<file path="src/rtl/setup_frame_pkg.sv">
// Package: shared geometry of the perfect-filter setup frame.
// Assumes each address occupies three 32-bit words, two bytes per word.
package setup_frame_pkg;
    localparam int ADDR_BYTES = 6;
    localparam int ADDR_W     = ADDR_BYTES * 8;
    typedef enum logic [0:0] {ST_IDLE = 1'b0, ST_SEND = 1'b1} fsm_t;
endpackage

</file>
<file path="src/rtl/frame_counter.sv">
// Module: frame_counter
// Tracks the byte position in the frame as an entry index and an in-entry offset.
// Assumes advance is asserted only for accepted bytes while a frame is active.
module frame_counter #(
    parameter int N_ENTRIES   = 16,
    parameter int ENTRY_BYTES = 12,
    localparam int EW = $clog2(N_ENTRIES),
    localparam int OW = $clog2(ENTRY_BYTES)
) (
    input  logic          clk,
    input  logic          rst_n,
    input  logic          clear,
    input  logic          advance,
    output logic [EW-1:0] entry,
    output logic [OW-1:0] offset,
    output logic          at_end
);
    localparam logic [OW-1:0] OFF_MAX = OW'(ENTRY_BYTES - 1);
    localparam logic [EW-1:0] ENT_MAX = EW'(N_ENTRIES - 1);

    // Step the offset, and roll over into the next entry.
    always_ff @(posedge clk) begin
        if (!rst_n || clear) begin
            entry  <= '0;
            offset <= '0;
        end else if (advance) begin
            if (offset == OFF_MAX) begin
                offset <= '0;
                entry  <= entry + 1'b1;
            end else begin
                offset <= offset + 1'b1;
            end
        end
    end

    assign at_end = (offset == OFF_MAX) && (entry == ENT_MAX);

    // Offset never leaves its legal range.

    offset_range_chk: assert property (@(posedge clk) disable iff (!rst_n)
        offset <= OFF_MAX);
endmodule

</file>
<file path="src/rtl/entry_byte_mux.sv">
// Module: entry_byte_mux
// Chooses the byte for a given entry and offset. Word w of an entry holds
// address bytes 2w and 2w+1 in its low half, and zero in its high half.
// Entry 0 is broadcast. Assumes four-byte little-endian words.
module entry_byte_mux #(
    parameter int N_ENTRIES   = 16,
    parameter int ENTRY_BYTES = 12,
    localparam int EW = $clog2(N_ENTRIES),
    localparam int OW = $clog2(ENTRY_BYTES)
) (
    input  logic [EW-1:0] entry,
    input  logic [OW-1:0] offset,
    input  logic [47:0]   addr,
    output logic [7:0]    data
);
    logic [OW-3:0] word_idx;
    logic [2:0]    byte_sel;

    // Pick the address byte or zero from the word position.
    always_comb begin
        word_idx = offset[OW-1:2];
        byte_sel = 3'({word_idx, offset[0]});
        data     = 8'h00;
        if (offset[1] == 1'b0) begin
            if (entry == '0) data = 8'hFF;
            else             data = addr[byte_sel*8 +: 8];
        end
    end
endmodule

</file>
<file path="src/rtl/setup_frame_gen.sv">
// Module: setup_frame_gen (top)
// Streams a perfect-filter setup frame of N_ENTRIES x 12 bytes under a
// valid/ready handshake. Assumes start is a level or pulse sampled only while idle.
module setup_frame_gen
    import setup_frame_pkg::*;
#(
    parameter int N_ENTRIES      = 16,
    parameter int WORDS_PER_ENT  = 3,
    parameter int BYTES_PER_WORD = 4
) (
    input  logic        clk,
    input  logic        rst_n,
    input  logic        start,
    input  logic [47:0] station_addr,
    output logic [7:0]  m_data,
    output logic        m_valid,
    input  logic        m_ready,
    output logic        m_last,
    output logic        setup_tag
);
    localparam int ENTRY_BYTES = WORDS_PER_ENT * BYTES_PER_WORD;
    localparam int EW = $clog2(N_ENTRIES);
    localparam int OW = $clog2(ENTRY_BYTES);

    fsm_t            state;
    logic [ADDR_W-1:0] addr_q;
    logic [EW-1:0]   entry;
    logic [OW-1:0]   offset;
    logic            at_end;
    logic            fire;
    logic            launch;

    assign fire   = m_valid && m_ready;
    assign launch = (state == ST_IDLE) && start;

    // Control: idle until start, then send until the final byte is accepted.
    always_ff @(posedge clk) begin
        if (!rst_n) begin
            state <= ST_IDLE;
        end else if (launch) begin
            state <= ST_SEND;
        end else if (fire && at_end) begin
            state <= ST_IDLE;
        end
    end

    // Capture the station address only when a frame launches.
    always_ff @(posedge clk) begin
        if (!rst_n)      addr_q <= '0;
        else if (launch) addr_q <= station_addr;
    end

    frame_counter #(.N_ENTRIES(N_ENTRIES), .ENTRY_BYTES(ENTRY_BYTES)) u_cnt (
        .clk(clk), .rst_n(rst_n), .clear(launch), .advance(fire),
        .entry(entry), .offset(offset), .at_end(at_end)
    );

    entry_byte_mux #(.N_ENTRIES(N_ENTRIES), .ENTRY_BYTES(ENTRY_BYTES)) u_mux (
        .entry(entry), .offset(offset), .addr(addr_q), .data(m_data)
    );

    assign m_valid   = (state == ST_SEND);
    assign m_last    = m_valid && at_end;
    assign setup_tag = m_valid;


    stall_hold_chk: assert property (@(posedge clk) disable iff (!rst_n)
        (m_valid && !m_ready) |=> (m_valid && $stable(m_data) && $stable(m_last)));

    end_drop_chk: assert property (@(posedge clk) disable iff (!rst_n)
        (m_valid && m_ready && m_last) |=> !m_valid);

    addr_hold_chk: assert property (@(posedge clk) disable iff (!rst_n)
        (m_valid && $past(m_valid)) |-> $stable(addr_q));

    pad_zero_chk: assert property (@(posedge clk) disable iff (!rst_n)
        (m_valid && offset[1]) |-> (m_data == 8'h00));
endmodule

</file>
<file path="config.mk">
export PLATFORM = sky130hd
export DESIGN_NAME = setup_frame_gen
export DESIGN_NICKNAME = d
export VERILOG_FILES = /design/src/rtl/setup_frame_pkg.sv /design/src/rtl/frame_counter.sv /design/src/rtl/entry_byte_mux.sv /design/src/rtl/setup_frame_gen.sv
export SDC_FILE = /design/constraint.sdc
export NUM_CORES = 1
export LEC_CHECK = 0
export BUFFER_PORTS_ARGS = -buffer_cell sky130_fd_sc_hd__buf_2
export CAP_MARGIN = 20
export CELL_PAD_IN_SITES_DETAIL_PLACEMENT = 0
export CELL_PAD_IN_SITES_GLOBAL_PLACEMENT = 1
export CORE_MARGIN = 10
export CORE_UTILIZATION = 35
export CTS_CLUSTER_DIAMETER = 30
export DETAILED_ROUTE_END_ITERATION = 7
export PLACE_DENSITY_LB_ADDON = 0.15
export SKIP_LAST_GASP = 1
export SLEW_MARGIN = 20
export SYNTH_ARGS = -nofsm -noshare
export SYNTH_HDL_FRONTEND = slang
export SYNTH_SLANG_ARGS = --single-unit
</file>
<file path="constraint.sdc">
create_clock -name clk -period 1.7 [get_ports clk]
set_clock_uncertainty 0.2 [all_clocks]
set_input_delay 0.425 -clock clk [delete_from_list [all_inputs] [get_ports clk]]
set_output_delay 0.425 -clock clk [all_outputs]
set_load 0.01 [all_outputs]
</file>
After elaboration in Yosys (flattened, before gate mapping)
Cells that the tools add are included.
{ "word_totals": {"reg_bits": 57, "latchBits": 0, "mem_bits_rw": 0, "romBits": 0, "wordCells": 25, "mem_count": 0} }
{ "op_classes": {"add_sub_neg": 2, "n_mul": 0, "div": 0, "n_lt_le_gt_ge": 0, "n_eq_ne": 2, "shift": 1, "muxes": 5, "bitwise_logic": 1, "reduce_logical": 10} }
{ "op_table": {"columns": ["operator", "count"], "rows": [
  ["$shiftx A48 B7 Y8", 1],
  ["$mux W8", 2],
  ["$add A4 B1 Y4 const B", 2],
  ["$eq A4 B4 Y1 const B", 2],
  ["$logic_and A1 B1 Y1", 5],
  ["$logic_not A4 Y1", 1],
  ["$mux W4", 1],
  ["$mux W1", 2],
  ["$reduce_and A2 Y1", 1],
  ["$reduce_bool A2 Y1", 1],
  ["$logic_not A1 Y1", 1],
  ["$logic_or A1 B1 Y1", 1],
  ["$not A1 Y1", 1]
]} }

Depth between registers and ports, before layout
Gate-level depths: netlist of run 1.
{ "depth": {"word_depth": 5, "mapped_depth": 5, "mapped_depth_nobuf": 4} }

Hierarchy
From an unflattened synthesis of run 1, not the netlist that was laid out.
{ "hier_totals": {"cells_unflattened": 313, "area_unflattened_um2": 2849.0} }
{ "by_module_without_submodules": {"columns": ["mod", "n_inst", "cells_per_inst", "area_per_inst_um2"], "rows": [
  ["setup_frame_gen", 1, 216, 1971.9],
  ["entry_byte_mux", 1, 59, 506.7],
  ["frame_counter", 1, 38, 370.4]
]} }

Least setup slack after synthesis of run 1
Ideal clock, no wire load.
{ "synth_path": {"path_kind": "flip-flop to output port", "startpoint": "reg u_cnt.offset[2]", "endpoint": "out m_data[6]", "arrival_ps": 1233, "slack_ps": -158, "stages_incl_launch_ff": 5, "cell_sequence": "dfxtp_1 -> buf_2 -> mux2_2 -> a22oi_1 -> a31oi_1"} }
{ "synth_between": {"elab_chain_len": 3} }
{ "synth_lines": {"columns": ["element", "line", "source"], "rows": [
  ["start, declared", "frame_counter.sv:15", "output logic [OW-1:0] offset,"],
  ["start signal, assigned", "frame_counter.sv:31", "offset <= offset + 1'b1;"],
  ["$shiftx A48 B7 Y8", "entry_byte_mux.sv:26", "else data = addr[byte_sel*8 +: 8];"],
  ["$mux W8", "entry_byte_mux.sv:25", "if (entry == '0) data = 8'hFF;"],
  ["$mux W8", "entry_byte_mux.sv:24", "if (offset[1] == 1'b0) begin"],
  ["end, declared", "setup_frame_gen.sv:15", "output logic [7:0] m_data,"]
]} }
Every way passes these cells.

Worst setup path in the final report of run 1
{ "layout_path": {"startpoint": "reg u_cnt.offset[2]", "endpoint": "out m_data[5]"} }
The elaborated chain is that of the path after synthesis.

==> metrics.txt, run 1 <==
DPL Wire Length=5590 um; worst reg-to-reg setup slack=-0.18 ns; CP max stage cell=dfxtp_4; WS Path Type=reg -> out; Synth Cell Area=2690 um2; EDFF count, synth=0; synthesis-to-layout area growth=42.1%; total CTS buffers=9; routed vias/inst=4.69; Seq/Total Area, Yosys=a little over two fifths; share of cells above drive strength 1=about two fifths; Sequential Power Share=roughly 44%; Tmin final=2.30 ns; DRT iter0 DRCs=82; diode count=0; crit share post-route=135%; Worst EP arrival=between 1.5 and 2 ns; library cells used by synthesis=32; largest net degree at the start of global routing=49; asr flop ratio synth=0%; Worst Hold End=addr_q[26]; #FFs+latches synth=57; Design Area, Final=approximately 3800 um2; synth cell count leaders=nand2_1, dfxtp_1, a21boi_0, mux2_2, clkbuf_1; total wire length=~7500 um; CP peak stage delay=0.40 ns; Die X=108 um; I/O pin count=63; startpoint types=flip-flop; Final setup viols=11; Worst slew margin=between 70% and 80%; # port buffers=slightly above 60; highest clock rate=435 MHz; static leakage=~1.6 nW; CTS Hold Buffers Added=0; Peak VDD IR=~0.36 mV; Post-layout nets=between 400 and 500; RSZ-0062 raised after global routing=yes; DR pass1 iterations=4; H-tree depth=3; syn nets=~380; net switching power=between 0.7 and 0.8 mW; power share of the combinational group=a little over a tenth; Routed WL per cell=between 10 and 15 um; Mean Syn Cell Area=about 8.4 um2; clock sink count=57; Critical R2R Capture=u_cnt.entry[3]; Hold Crit Start=station_addr[26]; power share of the clock group=between 40% and 50%; maximum clock insertion buffer count=2; Sw Ratio=23.4%; clk_lat worst skew=roughly 0.34 ns; initial antenna violation count=0; global-route wire length before repair=between 10000 and 15000 um; CP delay by family, top=flip-flops; total track usage=between 10% and 20%; root buf cell=clkbuf_8; Remaining Overflow, GRT=0; worst hold-check path type=in -> reg; Syn. warnings=0; Power Internal=around 2.5 mW; maxcap violations=0; dpl cell area=3350 um2; share of Yosys cell area claimed by the top area cell type=between 40 and 50%; Power Density=just under 900 nW/um2; synth top area cells=dfxtp_1, nand2_1, a21boi_0; hold path depth=3; CP Data Required Time=about 1.1 ns; Crit. End Element=primary output; std cell rows=31; Final Util=51.8%; area of the core=7370 um2; CTS tree=built; setup TNS=-5.10 ns; R2R Path Start=u_cnt.offset[2]; most common cell in the netlist=nand2_1; crit path cell chain=buf_8, mux2_4, a22oi_2, a31oi_2, buf_2; die extent in y=108 um; failing checks=setup timing; worst path bufs/invs=2; Fin. Hold Viols=0; status=finished with violations; Final Worst Setup Slack=-0.598 ns; Die Area=between 10000 and 15000 um2; Reg clk slew, reported paths=0.07 ns; largest area contributor in the netlist=dfxtp_1; Max FO, Critical Path=8; top_reg_cell synth=dfxtp_1; critical path depth=5; vias in the first global route=2542; Mapped Cells=~320; Reg2Reg Depth=6; Final Max Slew Viols=0; DR DRC count=0; worst-margin pin slew=0.357 ns; total number of vias=~2400; Routed Antenna Nets=0; GP Congestion=0.761; Initial Util=36.5%
[metrics by stage]
stage,hold WS (ns),std cells,power [mW],worst slack (ns)
final,0.124,511,3.31,-0.598
after global placement,0.250,483,1.82,-0.266
after CTS,0.119,509,3.34,-0.591
after floorplan,0.240,321,1.66,-0.0271
after global routing,0.126,511,3.45,-0.649
after detailed placement,0.256,483,1.83,-0.284
[layout by cell type, fill, tap and decap left out, drive strengths merged]
cell type  instances
nand3              5
nand3b             1
or4                2
a41oi              1
a22oi              8
nand2b             1
a21oi              6
buf               98
nor2               4
and2b              1
xor2               1
ha                 3
and2               1
o21ai              4
and3b              1
clkbuf            11
xnor2              1
o31ai              2
nor3               2
a21boi            48
nand2            109
a31oi              8
mux2              24
inv                4
dfxtp             57
clkinv             3
bufinv             2
nand4              1
nor2b              2
a311oi             1
[cell type report]
cell class              count  area, um2
well taps                  99        124
inverters                   4       15.0
flip-flops and latches     57       1150
clock buffers              11        163
fillers                   747       3550
multi-input cells         237       1590
clock inverters             5       75.1
repair buffers             98        697
[flip-flops by register name, indices dropped and copies added, names as in the netlist]
name          cells
m_valid           1
addr_q           48
u_cnt.entry       4
u_cnt.offset      4
[kinds of logic after synthesis]
logic type | synth area share [%]
AO/OA/AOI/OAI | 20.7
AND/OR/NAND/NOR | 20.3
XOR/XNOR | 0.652
flip-flops | 42.5
adder cells (fa/ha/maj) | 1.40
buffers and inverters | 4.38
multiplexers | 10.1
[power groups by stage]
| stage | clock, mW | sequential (mW) | combinational, mW |
|---|---|---|---|
| finish | 1.50 | 1.45 | 0.360 |
| global route | 1.60 | 1.45 | 0.403 |
| CTS | 1.53 | 1.45 | 0.359 |
| detailed placement | 0 | 1.48 | 0.348 |
| global placement | 0 | 1.48 | 0.345 |
| floorplan | 0 | 1.46 | 0.203 |
[how the worst max path moves through the flow]
stage	slack (ns)	start	end
6_report	-0.60	u_cnt.offset[2]	m_data[5]
3_3_place_gp	-0.27	u_cnt.offset[2]	m_data[0]
2_1_floorplan	-0.03	u_cnt.offset[2]	m_data[0]
5_1_grt	-0.65	u_cnt.offset[2]	m_data[5]
3_5_place_dp	-0.28	u_cnt.offset[2]	m_data[0]
4_1_cts	-0.59	u_cnt.offset[2]	m_data[1]
[repair_timing]
action	4_1_cts	5_1_grt
endpoints found under the setup margin	11	15
setup buffers	11	2
pin swaps	10	4
gates resized for setup	16	18
[worst min-delay path, stage by stage]
cell and delay [ns]:
buf_2 0.09, nand2_1 0.04, a21boi_0 0.06
[routing by layer]
layer  GRT usage (%)  part of all wire, %  vias to the layer above
met1            16.3                   45                     1083
met5               0                    0                        -
met4            4.01                  1.4                        0
met2            21.7                   49                       39
met3            4.25                  4.0                       13
li1                -                    -                     1262
(Power assumes the default switching activity.)
==> inputs of run 2 (changes only) <==
Settings changed: CORE_MARGIN 10 to 5.
==> run 2 against run 1 <==
The run still ends with setup timing left. Design area is 0.36% lower. Via count is 0.33% higher. Combinational power is 2% lower. Worst hold slack better by 0.010 ns. Clock-buffer cell count is 2 higher. Total power is 3.8% lower. Setup slack better by 0.0012 ns. Sequential share of layout area hardly changed. Flip-flop and latch count stayed put. Wire length is 6.1% lower.
==> metrics.txt, run 2 (same netlist as run 1, synthesis figures left out) <==
worst-margin pin slew=a little under 0.4 ns; DR pass1 iterations=4; routed vias/inst=4.65; worst hold-check path type=in -> reg; vias in the first global route=roughly 2400; Biggest register=addr_q; Hold Crit Start=station_addr[21]; crit share post-route=135%; hold path depth=3; DPL Wire Length=approximately 5000 um; total power=3.18 mW; Die Area=about 9500 um2; startpoint types=flip-flop; CTS tree=built; I/O pin count=between 60 and 70; static leakage=approximately 1.5 nW; initial antenna violation count=0; Remaining Overflow, GRT=0; CP startpoint=u_cnt.offset[2]; std cell rows=32; area of the core=roughly 7600 um2; total wire length=around 7100 um; die extent in y=around 100 um; R2R Path Start=u_cnt.offset[2]; Initial Util=a little over a third; H-tree depth=3; worst reg-to-reg setup slack=-0.39 ns; Routed Antenna Nets=0; Worst slew margin=between 70% and 80%; Final Max Slew Viols=0; clk_lat worst skew=approximately 0.33 ns; Post-layout nets=approximately 470; top flop regs=addr_q (48), u_cnt.entry (4), u_cnt.offset (4); RSZ-0062 raised after global routing=yes; root buf cell=clkbuf_8; maximum clock insertion buffer count=2; Routed WL per cell=~14 um; Reg2Reg Depth=8; Final Worst Setup Slack=-0.596 ns; clock sink count=57; Die X=97.6 um; Reg clk slew, reported paths=0.07 ns; global-route wire length before repair=between 10000 and 15000 um; Final setup viols=15; commonest non-fill, non-tap cell in the layout=nand2_1; status=finished with violations; Worst EP arrival=1.67 ns; maxcap violations=0; failing checks=setup timing; CP Data Required Time=between 1 and 1.5 ns; DR DRC count=0; GP Congestion=approximately 0.74; Power Density=around 840 nW/um2; # port buffers=slightly above 60; Final Util=~50%; largest net degree at the start of global routing=44; Peak VDD IR=between 0.3 and 0.4 mV; Tmin final=2.30 ns; diode count=0; DRT iter0 DRCs=64; Largest register FFs=48; total track usage=approximately 15%; setup TNS=-6.07 ns; highest clock rate=435 MHz; synthesis-to-layout area growth=41.6%; Crit. End Element=primary output; WS Path Type=reg -> out; share of cells above drive strength 1=40.5%; total CTS buffers=9; Fin. Hold Viols=0; total number of vias=about 2400; Max FO, Critical Path=8; most frequent cells in the layout=nand2_1, buf_2, dfxtp_1
[run 2: critical path, stage by stage, from the launching register on]
cell	delay, ns
dfxtp_4	0.43
buf_6	0.13
mux2_4	0.29
a22oi_2	0.22
a31oi_2	0.12
buf_2	0.15
[run 2: final timing paths]
| check | to |
|---|---|
| max | m_data[1] |
| min | addr_q[21] |
| max reg2reg | u_cnt.entry[3] |
| min reg2reg | addr_q[43] |
[run 2: layout make-up]
class | instances | area, um2
Timing Repair Buffer | 101 | 699
Clock inverter | 3 | 45.0
Fill cell | 781 | 3800
Multi-Input combinational cell | 237 | 1590
Tap cell | 102 | 128
Inverter | 4 | 15.0
Clock buffer | 13 | 180
Sequential cell | 57 | 1150
[run 2: routing by layer]
layer / global-route usage (%) / part of all wire, % / vias up
li1: - / - / 1267
met1: 20.4 / 51 / 1086
met2: 22.7 / 45 / 43
met3: 3.23 / 3.5 / 9
met4: 6.39 / 1.2 / 0
met5: 0 / 0 / -
[run 2: what timing repair did]
item / CTS / global route
hold buffers: 0 / 0
setup buffers: 9 / 6
gates resized for setup: 15 / 18
pin swaps: 11 / 9
setup endpoints to repair: 11 / 15
[run 2: per-stage QoR]
step | std cells | instance area (um2) | hold slack (ns) | setup WS (ns)
after floorplan | 321 | 2770 | 0.240 | -0.0271
after global placement | 487 | 3330 | 0.249 | -0.288
after detailed placement | 487 | 3330 | 0.255 | -0.331
after CTS | 511 | 3690 | 0.119 | -0.607
after global routing | 517 | 3800 | 0.126 | -0.661
final | 517 | 3800 | 0.135 | -0.596
[run 2: power by group]
group / switching, mW / internal (mW) / leakage (nW) / total (mW)
Clock: 0.542 / 0.846 / 0.107 / 1.39
Combinational: 0.174 / 0.181 / 0.974 / 0.354
Sequential: 0.0371 / 1.40 / 0.469 / 1.44
